$ cat src/rtl/err_mute_pkg.sv
package err_mute_pkg;
  localparam int unsigned CNT_W = 8;
  localparam logic [CNT_W-1:0] CNT_MAX = '1;
  typedef logic [CNT_W-1:0] cnt_t;
endpackage

$ cat src/rtl/err_win_timer.sv
module err_win_timer #(
  parameter int unsigned WIN_CYC = 1048576
) (
  input  logic clk_i,
  input  logic rst_ni,
  output logic win_end_o
);
  localparam int unsigned TW = (WIN_CYC > 1) ? $clog2(WIN_CYC) : 1;
  localparam logic [TW-1:0] LAST = TW'(WIN_CYC - 1);

  logic [TW-1:0] tick_q;

  assign win_end_o = (tick_q == LAST);

  always_ff @(posedge clk_i or negedge rst_ni) begin
    if (!rst_ni)        tick_q <= '0;
    else if (win_end_o) tick_q <= '0;
    else                tick_q <= tick_q + 1'b1;
  end
endmodule

$ cat src/rtl/err_counter.sv
module err_counter
  import err_mute_pkg::*;
(
  input  logic clk_i,
  input  logic rst_ni,
  input  logic err_stb_i,
  input  logic win_end_i,
  output cnt_t cnt_nxt_o,
  output cnt_t win_cnt_o
);
  cnt_t cnt_q;

  // saturating increment
  assign cnt_nxt_o = (cnt_q == CNT_MAX) ? CNT_MAX : cnt_q + cnt_t'(err_stb_i);

  always_ff @(posedge clk_i or negedge rst_ni) begin
    if (!rst_ni) begin
      cnt_q     <= '0;
      win_cnt_o <= '0;
    end else if (win_end_i) begin
      cnt_q     <= '0;
      win_cnt_o <= cnt_nxt_o;
    end else begin
      cnt_q     <= cnt_nxt_o;
    end
  end
endmodule

$ cat src/rtl/mute_seq.sv
module mute_seq
  import err_mute_pkg::*;
(
  input  logic clk_i,
  input  logic rst_ni,
  input  logic win_end_i,
  input  cnt_t cnt_i,
  input  cnt_t lim_hi_i,
  input  cnt_t lim_lo_i,
  input  logic auto_dis_i,
  input  logic fallback_en_i,
  output logic am_o,
  output logic src_o,
  output logic zero_o
);
  logic am_d;

  always_comb begin
    am_d = am_o;
    if (auto_dis_i)                      am_d = 1'b0;
    else if (win_end_i && cnt_i > lim_hi_i) am_d = 1'b1;
    else if (win_end_i && cnt_i < lim_lo_i) am_d = 1'b0;
  end

  // source moves before zeroing on entry, after it on exit
  always_ff @(posedge clk_i or negedge rst_ni) begin
    if (!rst_ni) begin
      am_o   <= 1'b0;
      src_o  <= 1'b0;
      zero_o <= 1'b0;
    end else begin
      am_o   <= am_d;
      src_o  <= am_o ? (fallback_en_i | src_o) : zero_o;
      zero_o <= am_o & src_o;
    end
  end
endmodule

$ cat src/rtl/err_mute_ctrl.sv
module err_mute_ctrl
  import err_mute_pkg::*;
#(
  parameter int unsigned WIN_CYC = 1048576
) (
  input  logic             clk_i,
  input  logic             rst_ni,
  input  logic             err_stb_i,
  input  logic [CNT_W-1:0] lim_hi_i,
  input  logic [CNT_W-1:0] lim_lo_i,
  input  logic             auto_dis_i,
  input  logic             fmt_data_i,
  input  logic             fallback_en_i,
  input  logic             user_mute_i,
  output logic             src_fm_o,
  output logic             data_zero_o,
  output logic             mute_n_o,
  output logic             am_stat_o,
  output logic [CNT_W-1:0] win_cnt_o
);
  logic win_end;
  cnt_t cnt_nxt;
  logic src_q, zero_q;
  logic usr_act;

  err_win_timer #(.WIN_CYC(WIN_CYC)) i_timer (
    .clk_i(clk_i), .rst_ni(rst_ni), .win_end_o(win_end)
  );

  err_counter i_cnt (
    .clk_i(clk_i), .rst_ni(rst_ni), .err_stb_i(err_stb_i),
    .win_end_i(win_end), .cnt_nxt_o(cnt_nxt), .win_cnt_o(win_cnt_o)
  );

  mute_seq i_seq (
    .clk_i(clk_i), .rst_ni(rst_ni), .win_end_i(win_end), .cnt_i(cnt_nxt),
    .lim_hi_i(lim_hi_i), .lim_lo_i(lim_lo_i), .auto_dis_i(auto_dis_i),
    .fallback_en_i(fallback_en_i), .am_o(am_stat_o), .src_o(src_q),
    .zero_o(zero_q)
  );

  // user mute only honoured when automatic muting is off
  assign usr_act     = auto_dis_i & user_mute_i;
  assign src_fm_o    = src_q | fmt_data_i;
  assign data_zero_o = zero_q | usr_act;
  assign mute_n_o    = ~(am_stat_o | usr_act);
endmodule

$ cat config.mk
export PLATFORM = sky130hd
export DESIGN_NAME = err_mute_ctrl
export DESIGN_NICKNAME = d
export VERILOG_FILES = /design/src/rtl/err_mute_pkg.sv /design/src/rtl/err_win_timer.sv /design/src/rtl/err_counter.sv /design/src/rtl/mute_seq.sv /design/src/rtl/err_mute_ctrl.sv
export SDC_FILE = /design/constraint.sdc
export NUM_CORES = 1
export LEC_CHECK = 0
export ABC_AREA = 1
export ABC_CLOCK_PERIOD_IN_PS = 4260
export BUFFER_PORTS_ARGS = -buffer_cell sky130_fd_sc_hd__buf_2
export CAP_MARGIN = 20
export CORE_MARGIN = 2
export CORE_UTILIZATION = 60
export CTS_CLUSTER_DIAMETER = 60
export DETAILED_ROUTE_END_ITERATION = 6
export PLACE_DENSITY = 0.83
export RECOVER_POWER = 50
export SLEW_MARGIN = 25
export SYNTH_ARGS = -nofsm -noshare
export SYNTH_HDL_FRONTEND = slang
export SYNTH_HIERARCHICAL = 1
export SYNTH_SLANG_ARGS = --single-unit
$ cat constraint.sdc
create_clock -name clk_i -period 4.26 [get_ports clk_i]
set_clock_uncertainty 0.05 [all_clocks]
set_input_delay 0.426 -clock clk_i [delete_from_list [all_inputs] [get_ports clk_i]]
set_output_delay 0.426 -clock clk_i [all_outputs]
set_load 0.02 [all_outputs]
==> impl_metrics.toml <==
[outcome]
status = "complete, but fails checks"
violations = "max-capacitance violations, max-slew violations"

[timing]
rsz0062_at_grt = "false"
max_slew_margin_pct = -36.6
period_share_pct = 55.4
fmax_ghz = 0.424
whs_ps = 263
hold_violations = 0
finalMaxSlewViolations = 40
tns_ps = 0
finalSetupViolations = 0
worstMarginPinSlew_ps = 2050
setup_slack_ps = 1900
fin_crit_ps = 2360

[synthesis]
synth_top_family_by_area = "simple AND/OR/NAND/NOR gates"
synthTopCellsByArea = "dfrtp_1, nand2_1, ha_1, inv_1, nor2_1"
synthFlopType = "dfrtp_1"
syn_nets = 362
synthAdderAreaFrac_pct = 8.97
synth_cell_types = 38
yosys.area.top_type = "dfrtp_1"
synth.mux.area_fraction_pct = 0
syn-mean-instance-area_um2 = 7.82
ys_ff_latch = 39
synth-compound-area-share_pct = 6.68
synth_top_area_share_pct = 38.9
seq_area_frac_synth_pct = 38.9
yosys_warnings = 6
synth_edf_count = 0
synthArstFlopShare_pct = 100
synth-xor-area-share_pct = 4.19
syn-cell-area_um2 = 2510
synth_cells = 321
yosys.area_share.simple_pct = 32.5

[clock_tree]
cts_tree = "done"
holdBufCountCts = 0
htree_levels = 2
clk_path_buf_depth = 2
cts_root_buf = "clkbuf_8"
cts.sinks = 39
post_cts_buffers = 0
path_clk_slew_ps = 80
cts_resized = 0
clock_latency_ps = 290
cts_inserted_buffers = 5

[pwr]
p_leak_nw = 1.53
totalPowerFinal_w = 0.00115
ir_drop_uv = 274
p_per_area_nw_per_um2 = 407

[die]
dieHeight_um = 68.7
num_rows = 23
core-area_um2 = 4000
die_w_um = 68.7
start_util_pct = 62.7
dieArea_um2 = 4720
io_pins = 35

[place]
place_area_um2 = 2720
port_buffers = 34
pre_cts_ws_ps = 1850
place.gp.congestion = 0.812
dpl.hpwl_um = 3680

[cells_and_area]
drive_gt1_share_pct = 19.2
synthToLayoutAreaGrowth_pct = 12.8
antennaDiodeCount = 0
final_cell_area_um2 = 2830
fin_nets = 400

[detailed_routing]
wire_per_inst_um = 11.9
detail_route.first_pass.iterations = 5
drt_iter0_drc = 116
finalWirelength_um = 4870
ant_nets = 0
viasPerCell = 5.07
drc = 0
vias = 2080

[worst_setup_path]
crit_arrival_ps = 2500
worst_setup_path_start_kind = "flop"
reg2reg_setup_slack_ps = 1900
crit_buf_inv = 1
slowest_stage = "dfrtp_1"
max_stage_delay_ps = 390
worstSetupPathType = "reg2reg"
cpLargestDelayFamily = "simple AND/OR/NAND/NOR gates"
crit_chain = "ha_1, nand2_2, nor2_1, nand2_4, nor2_8, nand3_4, clkinv_4, nand2_1, nor2_1, nand2_1, a21oi_1, nand2_1, nand2_1, a21oi_2"
crit_top_cell = "nand2_1"
worstPathMaxFanout = 26
cp.required_ps = 4400
endpoint_kind = "flop"

[job]
max_cap_viol_count = 1

[grt]
grt_pass1_vias = 1949
grt_max_degree = 40
track_usage_pct = 23.5
antenna_found_initial = 0
grt_remaining_overflow = 0
grt_first_pass_wirelength_um = 8330

[worst_hold_path]
worstHoldPathType = "in2reg"
-- metrics by stage --
stage,util (%),cells
6_report,70.8,410
5_1_grt,70.8,410
4_1_cts,71.0,410
3_5_place_dp,68.1,402
3_3_place_gp,68.1,402
2_1_floorplan,-,321
-- state kept, by name (all words and copies together) (netlist names) --
register	flops
i_seq/zero_o	1
i_cnt/cnt_q	8
i_seq/src_o	1
i_cnt/win_cnt_o	8
i_timer/tick_q	20
i_seq/am_o	1
-- cell families (layout without fill, tap and decap cells) --
family,Yosys count,count (layout)
and+or+nand+nor,171,171
buffers and inverters,55,94
DFF,39,39
AOI/OAI and AO/OA,26,26
adders and majority gates,18,18
xor gates and xnor gates,12,12
-- layer usage --
metal	track usage [%]	part of all wire, %	vias to the layer above	routed length (um)
li1	-	-	1067	-
met1	27.3	44	957	2120
met2	42.2	51	50	2470
met3	4.87	4.0	6	197
met4	9.00	1.5	0	73
met5	0	0	-	0
-- worst paths after layout --
check                                                  from                     endpoint  cells after the start
worst min register to register  i_timer/tick_q[0]$_DFF_PN0_  i_timer/tick_q[0]$_DFF_PN0_                      1
min in group asynchronous                            rst_ni  i_timer/tick_q[4]$_DFF_PN0_                      1
worst min-delay path                             auto_dis_i       i_seq/am_o$_DFFE_PN0P_                      2
max in group asynchronous                            rst_ni  i_timer/tick_q[3]$_DFF_PN0_                      1
worst max register to register  i_timer/tick_q[0]$_DFF_PN0_       i_seq/am_o$_DFFE_PN0P_                     14
worst max-delay path            i_timer/tick_q[0]$_DFF_PN0_       i_seq/am_o$_DFFE_PN0P_                     14
-- where the power goes --
| part | internal, W | switching [W] |
|---|---|---|
| combinational | 0.000158 | 0.000228 |
| clock | 0.000190 | 0.000130 |
| sequential | 0.000407 | 0.0000394 |
-- cells in the mapped netlist, drive strengths merged (2+ instances only) --
cell type	n
a21boi	2
a21oi	12
a31oi	5
and2	4
buf	2
dfrtp	39
ha	18
inv	51
nand2	97
nand3	15
nand4	2
nor2	46
nor3	3
o21ai	4
o21bai	2
or2	3
xnor2	5
xor2	7
-- worst register-to-register path, stage by stage (launching register included) --
cell      delay (ps)
dfrtp_1          390
ha_1             290
nand2_2           70
nor2_1           250
nand2_4          140
nor2_8           150
nand3_4          100
clkinv_4         200
nand2_1          100
nor2_1           100
nand2_1           60
a21oi_1          150
nand2_1           80
nand2_1           80
a21oi_2           50
-- layout by cell type (no fill, tap or decap), drive strengths merged, types with 5 or more instances in the layout --
master	netlist	routed
xor2	7	7
ha	18	18
nand3	15	15
nor2	46	46
buf	2	32
xnor2	5	5
a21oi	12	12
clkbuf	1	8
a31oi	5	5
dfrtp	39	39
inv	51	51
nand2	97	97
-- cell type report --
class	instances	area, um2
multi-input combinational	227	1310
fill	324	1170
sequential	39	976
inverter	52	200
timing repair buffer	34	168
clock buffer	6	82.6
tap	50	62.6
clock inverter	2	35.0
Note: power is estimated with default switching activity, not from simulation.
